==> src/rtl/pma_pkg.sv <==
package pma_pkg;

    localparam int PKT_W = 7;
    localparam int OP_LSB = 5;

    typedef enum logic [2:0] {
        OP_NOP      = 3'b000,
        OP_ALLOC    = 3'b001,
        OP_RESET    = 3'b010,
        OP_RX_DROP  = 3'b011,
        OP_RX_FREE  = 3'b100,
        OP_FREE_PNR = 3'b101,
        OP_TX_PUSH  = 3'b110,
        OP_TX_CLEAR = 3'b111
    } pma_op_e;

    localparam logic [7:0] RESULT_FAIL = 8'h80;

endpackage

==> src/rtl/pma_pkt_queue.sv <==
module pma_pkt_queue #(
    parameter int DEPTH = 8,
    parameter int W     = 7
) (
    input  logic         clk,
    input  logic         rst_n,
    input  logic         flush_i,
    input  logic         push_i,
    input  logic [W-1:0] data_i,
    input  logic         pop_i,
    output logic [W-1:0] head_o,
    output logic         empty_o,
    output logic         full_o
);

    localparam int AW = (DEPTH > 1) ? $clog2(DEPTH) : 1;
    localparam int CW = $clog2(DEPTH + 1);

    typedef struct packed {
        logic [DEPTH-1:0][W-1:0] mem;
        logic [AW-1:0]           rd;
        logic [AW-1:0]           wr;
        logic [CW-1:0]           cnt;
    } q_t;

    q_t st_d, st_q;

    function automatic logic [AW-1:0] wrap_inc(input logic [AW-1:0] p);
        if (p == AW'(DEPTH - 1)) return '0;
        return p + 1'b1;
    endfunction

    logic do_pop, do_push;

    assign empty_o = (st_q.cnt == '0);
    assign full_o  = (st_q.cnt == CW'(DEPTH));

    always_comb begin
        head_o = '0;
        for (int i = 0; i < DEPTH; i++) begin
            if (!empty_o && st_q.rd == AW'(i)) head_o = st_q.mem[i];
        end
    end

    always_comb begin
        st_d    = st_q;
        do_pop  = pop_i && !empty_o;
        do_push = push_i && (!full_o || do_pop);
        if (flush_i) begin
            st_d.rd  = '0;
            st_d.wr  = '0;
            st_d.cnt = '0;
        end else begin
            if (do_push) begin
                for (int i = 0; i < DEPTH; i++) begin
                    if (st_q.wr == AW'(i)) st_d.mem[i] = data_i;
                end
                st_d.wr = wrap_inc(st_q.wr);
            end
            if (do_pop) st_d.rd = wrap_inc(st_q.rd);
            if (do_push && !do_pop) st_d.cnt = st_q.cnt + 1'b1;
            else if (do_pop && !do_push) st_d.cnt = st_q.cnt - 1'b1;
        end
    end

    always_ff @(posedge clk or negedge rst_n) begin
        if (!rst_n) st_q <= '0;
        else        st_q <= st_d;
    end

endmodule

==> src/rtl/pma_pkt_table.sv <==
module pma_pkt_table #(
    parameter int NUM_PKTS = 8,
    parameter int CNT_W    = 4,
    parameter int IDX_W    = 7
) (
    input  logic             clk,
    input  logic             rst_n,
    input  logic             clear_all_i,
    input  logic             set_a_i,
    input  logic [IDX_W-1:0] set_a_idx_i,
    input  logic [CNT_W-1:0] set_a_cnt_i,
    input  logic             set_b_i,
    input  logic [IDX_W-1:0] set_b_idx_i,
    input  logic [CNT_W-1:0] set_b_cnt_i,
    input  logic             drop_i,
    input  logic [IDX_W-1:0] drop_idx_i,
    input  logic [IDX_W-1:0] rd_idx_i,
    output logic             rd_used_o,
    output logic [CNT_W-1:0] rd_cnt_o,
    output logic             first_ok_o,
    output logic [IDX_W-1:0] first_idx_o,
    output logic             second_ok_o,
    output logic [IDX_W-1:0] second_idx_o
);

    typedef struct packed {
        logic [NUM_PKTS-1:0]            used;
        logic [NUM_PKTS-1:0][CNT_W-1:0] cnt;
    } tbl_t;

    tbl_t st_d, st_q;

    always_comb begin
        rd_used_o = 1'b0;
        rd_cnt_o  = '0;
        for (int i = 0; i < NUM_PKTS; i++) begin
            if (rd_idx_i == IDX_W'(i)) begin
                rd_used_o = st_q.used[i];
                rd_cnt_o  = st_q.cnt[i];
            end
        end
    end

    always_comb begin
        first_ok_o   = 1'b0;
        first_idx_o  = '0;
        second_ok_o  = 1'b0;
        second_idx_o = '0;
        for (int i = 0; i < NUM_PKTS; i++) begin
            if (!st_q.used[i]) begin
                if (!first_ok_o) begin
                    first_ok_o  = 1'b1;
                    first_idx_o = IDX_W'(i);
                end else if (!second_ok_o) begin
                    second_ok_o  = 1'b1;
                    second_idx_o = IDX_W'(i);
                end
            end
        end
    end

    always_comb begin
        st_d = st_q;
        if (clear_all_i) begin
            st_d.used = '0;
        end else begin
            for (int i = 0; i < NUM_PKTS; i++) begin
                if (drop_i && drop_idx_i == IDX_W'(i)) st_d.used[i] = 1'b0;
                if (set_a_i && set_a_idx_i == IDX_W'(i)) begin
                    st_d.used[i] = 1'b1;
                    st_d.cnt[i]  = set_a_cnt_i;
                end
                if (set_b_i && set_b_idx_i == IDX_W'(i)) begin
                    st_d.used[i] = 1'b1;
                    st_d.cnt[i]  = set_b_cnt_i;
                end
            end
        end
    end

    always_ff @(posedge clk or negedge rst_n) begin
        if (!rst_n) st_q <= '0;
        else        st_q <= st_d;
    end

endmodule

==> src/rtl/pma_page_alloc.sv <==
module pma_page_alloc #(
    parameter int NUM_PAGES = 16,
    parameter int NUM_PKTS  = 8,
    parameter int SIZE_W    = 3,
    parameter int RSV_W     = 5
) (
    input  logic              clk,
    input  logic              rst_n,
    input  logic              cmd_valid_i,
    input  logic [15:0]       cmd_word_i,
    input  logic [6:0]        pnr_i,
    input  logic [RSV_W-1:0]  tx_reserve_i,
    output logic              busy_o,
    output logic [7:0]        alloc_result_o,
    output logic [15:0]       queue_status_o,
    output logic [15:0]       mem_info_o,
    input  logic              rx_alloc_i,
    input  logic [SIZE_W-1:0] rx_pages_i,
    output logic              rx_grant_o,
    output logic [6:0]        rx_pkt_o,
    input  logic              tx_pop_i
);

    import pma_pkg::*;

    localparam int CNT_W = SIZE_W + 1;

    typedef struct packed {
        logic [7:0]       free;
        logic [CNT_W-1:0] left;
        logic [7:0]       result;
    } ctl_t;

    ctl_t st_d, st_q;

    pma_op_e          op;
    logic             acc;
    logic             c_alloc, c_reset, c_rx_drop, c_rx_free, c_free_pnr, c_tx_push, c_tx_clear;
    logic [CNT_W-1:0] need_rx, need_host;
    logic             rx_ok, host_ok, host_pkt_ok, tick;
    logic [PKT_W-1:0] host_idx;
    logic [7:0]       left_pages, rx_take, host_take;
    logic [8:0]       host_need_sum;

    logic             rxq_empty, rxq_full, txq_empty, txq_full;
    logic [PKT_W-1:0] rxq_head, txq_head;
    logic             rxq_pop, rxq_push, txq_push, txq_flush;

    logic             t_rd_used, t_first_ok, t_second_ok, rel_start;
    logic [CNT_W-1:0] t_rd_cnt;
    logic [PKT_W-1:0] t_rd_idx, t_first_idx, t_second_idx;

    logic unused_cmd_bits;
    assign unused_cmd_bits = ^{cmd_word_i[15:8], cmd_word_i[4:SIZE_W], txq_full};

    assign op  = pma_op_e'(cmd_word_i[OP_LSB+2:OP_LSB]);
    assign acc = cmd_valid_i && (st_q.left == '0);

    assign c_alloc    = acc && (op == OP_ALLOC);
    assign c_reset    = acc && (op == OP_RESET);
    assign c_rx_drop  = acc && (op == OP_RX_DROP);
    assign c_rx_free  = acc && (op == OP_RX_FREE);
    assign c_free_pnr = acc && (op == OP_FREE_PNR);
    assign c_tx_push  = acc && (op == OP_TX_PUSH);
    assign c_tx_clear = acc && (op == OP_TX_CLEAR);

    // Demand of each requester in pages.
    assign need_rx   = CNT_W'(rx_pages_i) + 1'b1;
    assign need_host = CNT_W'(cmd_word_i[SIZE_W-1:0]) + 1'b1;

    // Receive side goes first, without the transmit reservation.
    assign rx_ok = rx_alloc_i && !c_reset && t_first_ok && !rxq_full
                   && (8'(need_rx) <= st_q.free);
    assign rx_take    = rx_ok ? 8'(need_rx) : 8'd0;
    assign left_pages = st_q.free - rx_take;

    assign host_pkt_ok   = rx_ok ? t_second_ok : t_first_ok;
    assign host_idx      = rx_ok ? t_second_idx : t_first_idx;
    assign host_need_sum = 9'(tx_reserve_i) + 9'(need_host);
    assign host_ok       = c_alloc && host_pkt_ok && (host_need_sum <= {1'b0, left_pages});
    assign host_take     = host_ok ? 8'(need_host) : 8'd0;

    // Release: pick the packet, free it in the table, count its pages back.
    assign t_rd_idx  = c_rx_free ? rxq_head : pnr_i;
    assign rel_start = (c_rx_free && !rxq_empty) || (c_free_pnr && t_rd_used);
    assign tick      = (st_q.left != '0);

    assign rxq_pop   = (c_rx_drop || c_rx_free) && !rxq_empty;
    assign rxq_push  = rx_ok;
    assign txq_push  = c_tx_push;
    assign txq_flush = c_reset || c_tx_clear;

    always_comb begin
        st_d = st_q;
        if (c_reset) begin
            st_d.free = 8'(NUM_PAGES);
            st_d.left = '0;
        end else begin
            st_d.free = st_q.free - rx_take - host_take + (tick ? 8'd1 : 8'd0);
            if (rel_start)  st_d.left = t_rd_cnt;
            else if (tick)  st_d.left = st_q.left - 1'b1;
            if (c_alloc)    st_d.result = host_ok ? {1'b0, host_idx} : RESULT_FAIL;
        end
    end

    always_ff @(posedge clk or negedge rst_n) begin
        if (!rst_n) begin
            st_q.free   <= 8'(NUM_PAGES);
            st_q.left   <= '0;
            st_q.result <= RESULT_FAIL;
        end else begin
            st_q <= st_d;
        end
    end

    pma_pkt_table #(
        .NUM_PKTS(NUM_PKTS),
        .CNT_W   (CNT_W),
        .IDX_W   (PKT_W)
    ) u_table (
        .clk         (clk),
        .rst_n       (rst_n),
        .clear_all_i (c_reset),
        .set_a_i     (rx_ok),
        .set_a_idx_i (t_first_idx),
        .set_a_cnt_i (need_rx),
        .set_b_i     (host_ok),
        .set_b_idx_i (host_idx),
        .set_b_cnt_i (need_host),
        .drop_i      (rel_start),
        .drop_idx_i  (t_rd_idx),
        .rd_idx_i    (t_rd_idx),
        .rd_used_o   (t_rd_used),
        .rd_cnt_o    (t_rd_cnt),
        .first_ok_o  (t_first_ok),
        .first_idx_o (t_first_idx),
        .second_ok_o (t_second_ok),
        .second_idx_o(t_second_idx)
    );

    pma_pkt_queue #(.DEPTH(NUM_PKTS), .W(PKT_W)) u_rxq (
        .clk    (clk),
        .rst_n  (rst_n),
        .flush_i(c_reset),
        .push_i (rxq_push),
        .data_i (t_first_idx),
        .pop_i  (rxq_pop),
        .head_o (rxq_head),
        .empty_o(rxq_empty),
        .full_o (rxq_full)
    );

    pma_pkt_queue #(.DEPTH(NUM_PKTS), .W(PKT_W)) u_txq (
        .clk    (clk),
        .rst_n  (rst_n),
        .flush_i(txq_flush),
        .push_i (txq_push),
        .data_i (pnr_i),
        .pop_i  (tx_pop_i),
        .head_o (txq_head),
        .empty_o(txq_empty),
        .full_o (txq_full)
    );

    assign busy_o         = tick;
    assign alloc_result_o = st_q.result;
    assign mem_info_o     = {st_q.free, 8'(NUM_PAGES)};
    assign queue_status_o = {rxq_empty, rxq_head, txq_empty, txq_head};
    assign rx_grant_o     = rx_ok;
    assign rx_pkt_o       = t_first_idx;

endmodule

==> config.mk <==
export PLATFORM = sky130hd
export DESIGN_NAME = pma_page_alloc
export DESIGN_NICKNAME = d
export VERILOG_FILES = /design/src/rtl/pma_pkg.sv /design/src/rtl/pma_pkt_queue.sv /design/src/rtl/pma_pkt_table.sv /design/src/rtl/pma_page_alloc.sv
export SDC_FILE = /design/constraint.sdc
export NUM_CORES = 1
export LEC_CHECK = 0
export BUFFER_PORTS_ARGS = -buffer_cell sky130_fd_sc_hd__buf_2
export CAP_MARGIN = 20
export CORE_MARGIN = 2
export CORE_UTILIZATION = 53
export CTS_BUF_LIST = sky130_fd_sc_hd__clkbuf_4
export DETAILED_ROUTE_END_ITERATION = 6
export PLACE_DENSITY_LB_ADDON = 0.3
export SYNTH_ARGS = -nofsm -noshare
export SYNTH_HDL_FRONTEND = slang
export SYNTH_SLANG_ARGS = --single-unit
==> constraint.sdc <==
create_clock -name clk -period 8.5 [get_ports clk]
set_clock_uncertainty 0.15 [all_clocks]
set_input_delay 1.7 -clock clk [delete_from_list [all_inputs] [get_ports clk]]
set_output_delay 1.7 -clock clk [all_outputs]
set_load 0.005 [all_outputs]
# Word-level counts from Yosys, hierarchy flattened
# Index checks and enable logic that the tools add are counted.
# op_classes
eq_ne	58
order_cmp	2
bitwise	2
n_mux	168
n_reduce_logical	138
addsub	15
# op_table
cell	count
$mux 7	50
$mux 4	32
$eq 7x3->1 const B	12
$mux 1	69
$logic_and 1x1->1	65
$eq 3x3->1 const B	20
$reduce_and 3->1	16
$eq 7x2->1 const B	6
$mux 3	12
$reduce_bool 4->1	9
$eq 3x2->1 const B	10
$reduce_bool 2->1	12
$eq 7x1->1 const B	3
$logic_not 7->1	3
$mux 10	2
$reduce_and 2->1	9
$mux 8	2
$sub 8x4->8	2
$eq 3x1->1 const B	5
$add 3x1->3 const B	4
$logic_not 3->1	4
$logic_not 4->1	3
$mux 12	1
$sub 4x1->4 const B	3
11 further kinds	29
# totals
output_inout_bits	49
ff_bits	192
word_cells	424
inputBits	36

# Longest topological paths before layout
# Gate-level depths: netlist (run 1).
# logic_depth
word_depth	28
depth_mapped	39
depth_no_buf	34

# Modules after synthesis
# A second synthesis (run 1) with hierarchy kept.
# hier_totals
cells_unflattened	1149
area_unflattened_um2	12254.3
# by_module_without_submodules
mod	area_each_um2	instances	seq_area_each_um2	cells_each
pma_pkt_queue at u_txq	3653.5	1	1651.6	340
pma_pkt_queue at u_rxq	3405.8	1	1651.6	300
pma_pkt_table	2922.8	1	1001.0	254
pma_page_alloc	2272.2	1	503.0	255

# Least setup slack after synthesis (run 1)
# Ideal clock, no wire load.
# synth_path
path_type	in2reg
startpoint	in rx_pages_i[0]
endpoint	reg st_q, in the netlist mem_info_o[15]
setup_slack_ps	-478
n_path_buf	6
cell_stages	37
setup_ps	66
arrival_ps	8762
required_time_ps	8284
path_cell_list	clkbuf_1 and3_1 clkbuf_1 ha_1 a21oi_1 a211oi_1 or3_1 buf_2 inv_4 clkbuf_1 clkbuf_1 nand2_1 ha_1 nor2b_1 o21ai_0 nand2b_1 a211oi_1 xor2_1 inv_1 ha_1 nand3_1 o21ai_0 maj3_1 a21oi_1 nor3_1 clkbuf_1 nand2_1 ha_1 ha_1 a21o_1 a21oi_1 inv_1 a21oi_1 a21oi_1 o21a_1 or4_1 nand2_1
# synth_rtl
item	line	rtl
from (decl)	pma_page_alloc.sv:18	input logic [SIZE_W-1:0] rx_pages_i,
to (signal assigned)	pma_page_alloc.sv:112	st_q <= st_d;
to (decl)	pma_page_alloc.sv:34	ctl_t st_d, st_q;

==> impl_metrics.json, run 1 <==
{
  "die_h_um": 142.2,
  "ys_types": 71,
  "gp_congestion": 0.9274,
  "core_um2": 18710,
  "syn_inst": 1089,
  "hold_class": "reg2reg",
  "ys_seq_area_share_pct": 38.57,
  "setup_viol": 0,
  "die_x_um": 142.2,
  "timing.final.max_slew_violations": 0,
  "setup_tns_ns": 0,
  "vias": 7916,
  "worstSetupPathType": "in2reg",
  "cts_resized": 0,
  "antennaDiodeCount": 0,
  "dp_slack_ns": 0.2913,
  "drive_gt1_share_pct": 15.72,
  "post_cts_buffers": 0,
  "drt-total-wl_um": 22960,
  "syn_area_um2": 10130,
  "clock-sinks": 156,
  "crit_path_top_delay_cell": "or3_1",
  "cts_tree": "yes",
  "hold_viol_final": 0,
  "synth_edf_count": 0,
  "final_nets": 1216,
  "synthTopCellsByArea": "dfrtp_1 38%, ha_1 7.7%, mux2i_1 6.5%",
  "fin_cells": 1360,
  "powerDensity_nw_per_um2": 358.3,
  "via_per_inst": 5.821,
  "drc": 0,
  "drt_iter0_markers": 515,
  "cap_violations": 0,
  "cp_data_required_time_ns": 8.89,
  "drtPass1Iterations": 5,
  "layout_setup_ws_ns": 0.8554,
  "io_pins": 85,
  "cts_buffers": 17,
  "synthTopCellsByCount": "154 x dfrtp_1, 114 x nand2_1, 77 x o21ai_0",
  "cp.arrival_ns": 8.04,
  "avgSynthCellArea_um2": 9.301,
  "synth_area_leader_cell": "dfrtp_1",
  "path_clk_slew_ns": 0.14,
  "startpoint_type": "primary input",
  "clockRootBuffer": "clkbuf_4",
  "grt.total_usage_pct": 23.52,
  "wl_per_cell_um": 16.88,
  "n_fill_cell": 1642,
  "vdd_drop_max_mv": 0.1895,
  "cts_hold_buf": 0,
  "grt_max_degree": 100,
  "io_buffers": 54,
  "timing.final.crit_share_pct": 89.94,
  "clockBufferDepth": 2,
  "critPathMaxFanout": 10,
  "synth.top_cell.area_share_pct": 38.05,
  "initial_core_util_pct": 54.15,
  "worst_slew_margin_rel_pct": 25.84,
  "seqCellArea_um2": 3906,
  "synth-async-reset-ratio_pct": 100.0,
  "ys.warnings.count": 0,
  "worst_pin_slew_ns": 1.098,
  "p_leak_nw": 5.279,
  "grt_pass1_vias": 7559,
  "grt_pass1_wl_um": 37840,
  "dp_hpwl_um": 16970,
  "antenna_found_initial": 0,
  "fin_crit_ns": 7.645,
  "ant_nets": 0,
  "clk_latency_ns": 0.59,
  "grt.overflow.total": 0,
  "cpPeakStageDelay_ns": 0.43,
  "yosysMostFrequentCell": "dfrtp_1",
  "cp_common_cell": "ha_1",
  "ys_seq_elements": 156,
  "syn2layout_area_growth_pct": 5.769,
  "status": "completed",
  "multiInputGateArea_um2": 5618,
  "rows": 50,
  "htree_levels": 4,
  "dp.cells": 1328,
  "rsz0062_at_grt": "false",
  "die-area_um2": 20230,
  "synth_ff_type": "dfrtp_1",
  "max_freq_ghz": 0.1308,
  "endpoint_kind": "flip-flop"
}
layout by cell type, fill, tap and decap left out, types with 52 or more instances in the layout:
master	count
ha_1	62
mux2i_1	66
mux2_2	52
nand2_1	114
a21oi_1	75
o21ai_0	77
inv_1	54
nor2_1	71
buf_2	53
dfrtp_1	154
cells by family (layout without fill, tap and decap cells):
logic type,count (synthesis),after routing,share of synthesized area [%]
simple gates,310,310,14.87
compound gates,270,270,16.63
flops,156,156,38.57
buf+inv,141,160,6.708
mux,118,118,12.30
fa+ha+maj,69,69,8.857
xor+xnor,23,23,1.989
other cells,2,20,0.07415
routing by layer:
| layer | wire, um | share of wire, % | GRT usage, % | vias to the layer above |
|---|---|---|---|---|
| li1 | - | - | - | 3878 |
| met1 | 10520 | 46 | 31.46 | 3831 |
| met2 | 11130 | 48 | 39.46 | 177 |
| met3 | 969 | 4.2 | 3.600 | 30 |
| met4 | 340 | 1.5 | 7.316 | 0 |
| met5 | 0 | 0 | 0 | - |
state kept, by name, summed over array words and instances, names as in the netlist:
signal,flops
u_table.st_q,40
u_rxq.st_q,34
mem_info_o,8
st_q,4
u_txq.st_q,66
alloc_result_o,4
path summary, 6_finish.rpt:
path	start	endpoint	slack (ns)	depth (start not counted)
worst max-delay path	rx_pages_i[0]	mem_info_o[15]	0.86	33
min in group asynchronous	rst_n	u_rxq.st_q[19]	1.01	1
worst min register to register	alloc_result_o[7]	alloc_result_o[7]	0.33	2
worst max register to register	u_table.st_q[32]	mem_info_o[15]	1.67	29
max in group asynchronous	rst_n	u_table.st_q[3]	5.90	2
worst min-delay path	alloc_result_o[7]	alloc_result_o[7]	0.33	2
power breakdown:
part           switching [mW]  internal (mW)
clock                   0.303          0.160
combinational            1.27          0.896
sequential              0.211           1.00
per-stage QoR:
step | total power, mW | utilization [%] | hold slack, ns | instance area, um^2
2_1_floorplan | 2.849 | - | 0.2913 | 10210
3_3_place_gp | 3.286 | 55.76 | 0.3032 | 10430
3_5_place_dp | 3.370 | 55.76 | 0.3118 | 10430
4_1_cts | 3.840 | 57.27 | 0.3320 | 10710
5_1_grt | 4.188 | 57.27 | 0.3433 | 10710
6_report | 3.839 | 57.27 | 0.3263 | 10710
worst max-delay path: cells and delay by family:
kind / cells / cell delay [ns]
XOR/XNOR: 1 / 0.25
AND/OR/NAND/NOR: 10 / 1.92
AO/OA/AOI/OAI: 11 / 1.80
adder cells (fa/ha/maj): 7 / 2.01
buffers and inverters: 4 / 0.37
cell type report:
cell class / instances / area share, %
timing repair buffer: 69 / 3.632
tap: 234 / 2.733
clock inverter: 14 / 1.378
multi-input combinational: 810 / 52.44
inverter: 59 / 2.091
clock buffer: 18 / 1.261
sequential: 156 / 36.46
Note: power is estimated with default switching activity, not from simulation.
==> run 2, diff against run 1 <==
--- a/config.mk
+++ b/config.mk
@@ -8,7 +8,7 @@
 export BUFFER_PORTS_ARGS = -buffer_cell sky130_fd_sc_hd__buf_2
 export CAP_MARGIN = 20
 export CORE_MARGIN = 2
-export CORE_UTILIZATION = 53
+export CORE_UTILIZATION = 35
 export CTS_BUF_LIST = sky130_fd_sc_hd__clkbuf_4
 export DETAILED_ROUTE_END_ITERATION = 6
 export PLACE_DENSITY_LB_ADDON = 0.3
==> constraint.sdc (replaced) <==
create_clock -name clk -period 8.9 [get_ports clk]
set_clock_uncertainty 0.15 [all_clocks]
set_input_delay 1.78 -clock clk [delete_from_list [all_inputs] [get_ports clk]]
set_output_delay 1.78 -clock clk [all_outputs]
set_load 0.005 [all_outputs]
==> run 2 against run 1 <==
Against the previous run:
- wire length grew 5.7%
- cell count increased by 11%
- first-iteration DRC count shrank 24%
- utilization shrank 19 points
- combinational power decreased by 5%
- largest power group unchanged
- die area increased by 50%
- critical endpoint unchanged
==> impl_metrics.json, run 2 (synthesis results as in run 1) <==
{
  "status": "completed",
  "die_x_um": 174.1,
  "cap_violations": 0,
  "grt_pass1_wl_um": 40480,
  "worst_pin_slew_ns": 1.055,
  "antenna_found_initial": 1,
  "die_h_um": 174.1,
  "wl_per_cell_um": 16.07,
  "drtPass1Iterations": 5,
  "path_buf_inv": 4,
  "largest-register": "u_txq.st_q",
  "grt.total_usage_pct": 16.62,
  "setup_tns_ns": 0,
  "dp_slack_ns": 0.4084,
  "max_freq_ghz": 0.1274,
  "hold_class": "reg2reg",
  "vias": 7826,
  "gp_congestion": 0.8279,
  "final_cell_mix": "154 x dfrtp_1, 114 x nand2_1, 76 x o21ai_0",
  "grt_max_degree": 86,
  "die-area_um2": 30320,
  "cp_common_cell": "ha_1",
  "cpPeakStageDelay_ns": 0.44,
  "drive_gt1_share_pct": 15.48,
  "via_per_inst": 5.179,
  "worst_slew_margin_rel_pct": 29.65,
  "cts_buffers": 17,
  "grt_pass1_vias": 7683,
  "largest_register_ffs": 66,
  "rsz0062_at_grt": "false",
  "hold_viol_final": 0,
  "reg.largest.list": "u_txq.st_q: 66 flops, u_table.st_q: 40 flops, u_rxq.st_q: 34 flops",
  "final_nets": 1214,
  "fin_cells": 1511,
  "cts_resized": 0,
  "clockBufferDepth": 2,
  "post_cts_buffers": 0,
  "worstSetupPathType": "in2reg",
  "cts_hold_buf": 0,
  "path_clk_slew_ns": 0.16,
  "initial_core_util_pct": 35.38,
  "dp.cells": 1475,
  "dp_hpwl_um": 17740,
  "n_fill_cell": 2896,
  "vdd_drop_max_mv": 0.1676,
  "syn2layout_area_growth_pct": 7.325,
  "setup_viol": 0,
  "hold_ws_ns": 0.3278,
  "endpoint_kind": "flip-flop",
  "timing.final.max_slew_violations": 0,
  "clock-sinks": 156,
  "drt-total-wl_um": 24280,
  "crit_path_top_delay_cell": "or3_1",
  "powerDensity_nw_per_um2": 335.7,
  "p_leak_nw": 5.267,
  "grt.overflow.total": 0,
  "io_buffers": 54,
  "startpoint_type": "primary input",
  "drc": 0,
  "cp.arrival_ns": 8.24,
  "io_pins": 85,
  "cts_tree": "yes",
  "layout_setup_ws_ns": 1.051,
  "clockRootBuffer": "clkbuf_4",
  "timing.final.crit_share_pct": 88.19,
  "core_um2": 28630,
  "drt_iter0_markers": 391,
  "rows": 62,
  "critPathMaxFanout": 12,
  "htree_levels": 4,
  "critical_path.top_delay_family": "adder cells",
  "cp_data_required_time_ns": 9.29,
  "mostFrequentLayoutCell": "dfrtp_1",
  "fin_crit_ns": 7.849,
  "ant_nets": 0,
  "clk_latency_ns": 0.60
}
==> run 2: layer usage <==
metal / vias to the layer above / track usage, % / wire length [um]
met3: 27 / 2.865 / 907
met2: 163 / 26.76 / 11270
met5: - / 0 / 0
li1: 3873 / - / -
met1: 3763 / 22.83 / 11710
met4: 0 / 5.147 / 393
==> run 2: worst paths after layout <==
check / from / to / slack [ns] / cells past startpoint
min in group asynchronous: rst_n / u_rxq.st_q[11] / 1.06 / 1
min reg2reg: alloc_result_o[7] / alloc_result_o[7] / 0.33 / 2
max reg2reg: u_table.st_q[33] / mem_info_o[15] / 2.13 / 29
min: alloc_result_o[7] / alloc_result_o[7] / 0.33 / 2
max in group asynchronous: rst_n / u_txq.st_q[6] / 6.09 / 2
max: rx_pages_i[0] / mem_info_o[15] / 1.05 / 33
==> run 2: cell type report <==
type                    instances  area (um^2)  area share (%)
diodes                          3        7.507         0.06906
clock inverters                15        142.6           1.312
multi-input cells             810         5610           51.61
clock buffers                  17        127.6           1.174
flip-flops and latches        156         3906           35.93
inverters                      59        224.0           2.060
repair buffers                 67        371.6           3.419
well taps                     384        480.5           4.420
==> run 2: per-stage QoR <==
stage | util, % | power, mW | area, um^2
5_1_grt | 37.98 | 4.024 | 10870
3_5_place_dp | 36.99 | 3.225 | 10590
3_3_place_gp | 36.99 | 3.188 | 10590
2_1_floorplan | - | 2.719 | 10200
4_1_cts | 37.93 | 3.675 | 10860
6_report | 37.98 | 3.650 | 10870
==> run 2: where the power goes <==
part | leakage, nW | total (mW) | switching, mW | internal, mW
Sequential | 2.01 | 1.15 | 0.197 | 0.957
Combinational | 3.11 | 2.06 | 1.21 | 0.853
Clock | 0.151 | 0.433 | 0.307 | 0.126
Total | 5.27 | 3.65 | 1.71 | 1.94
==> run 2: worst reg2reg max path: cells and delay by family (launching register included) <==
kind	cells	cell delay, ns
adders and majority gates	7	2.03
AOI/OAI and AO/OA	10	1.66
buffers and inverters	3	0.34
DFF	1	0.42
xor gates and xnor gates	1	0.28
and+or+nand+nor	8	1.87
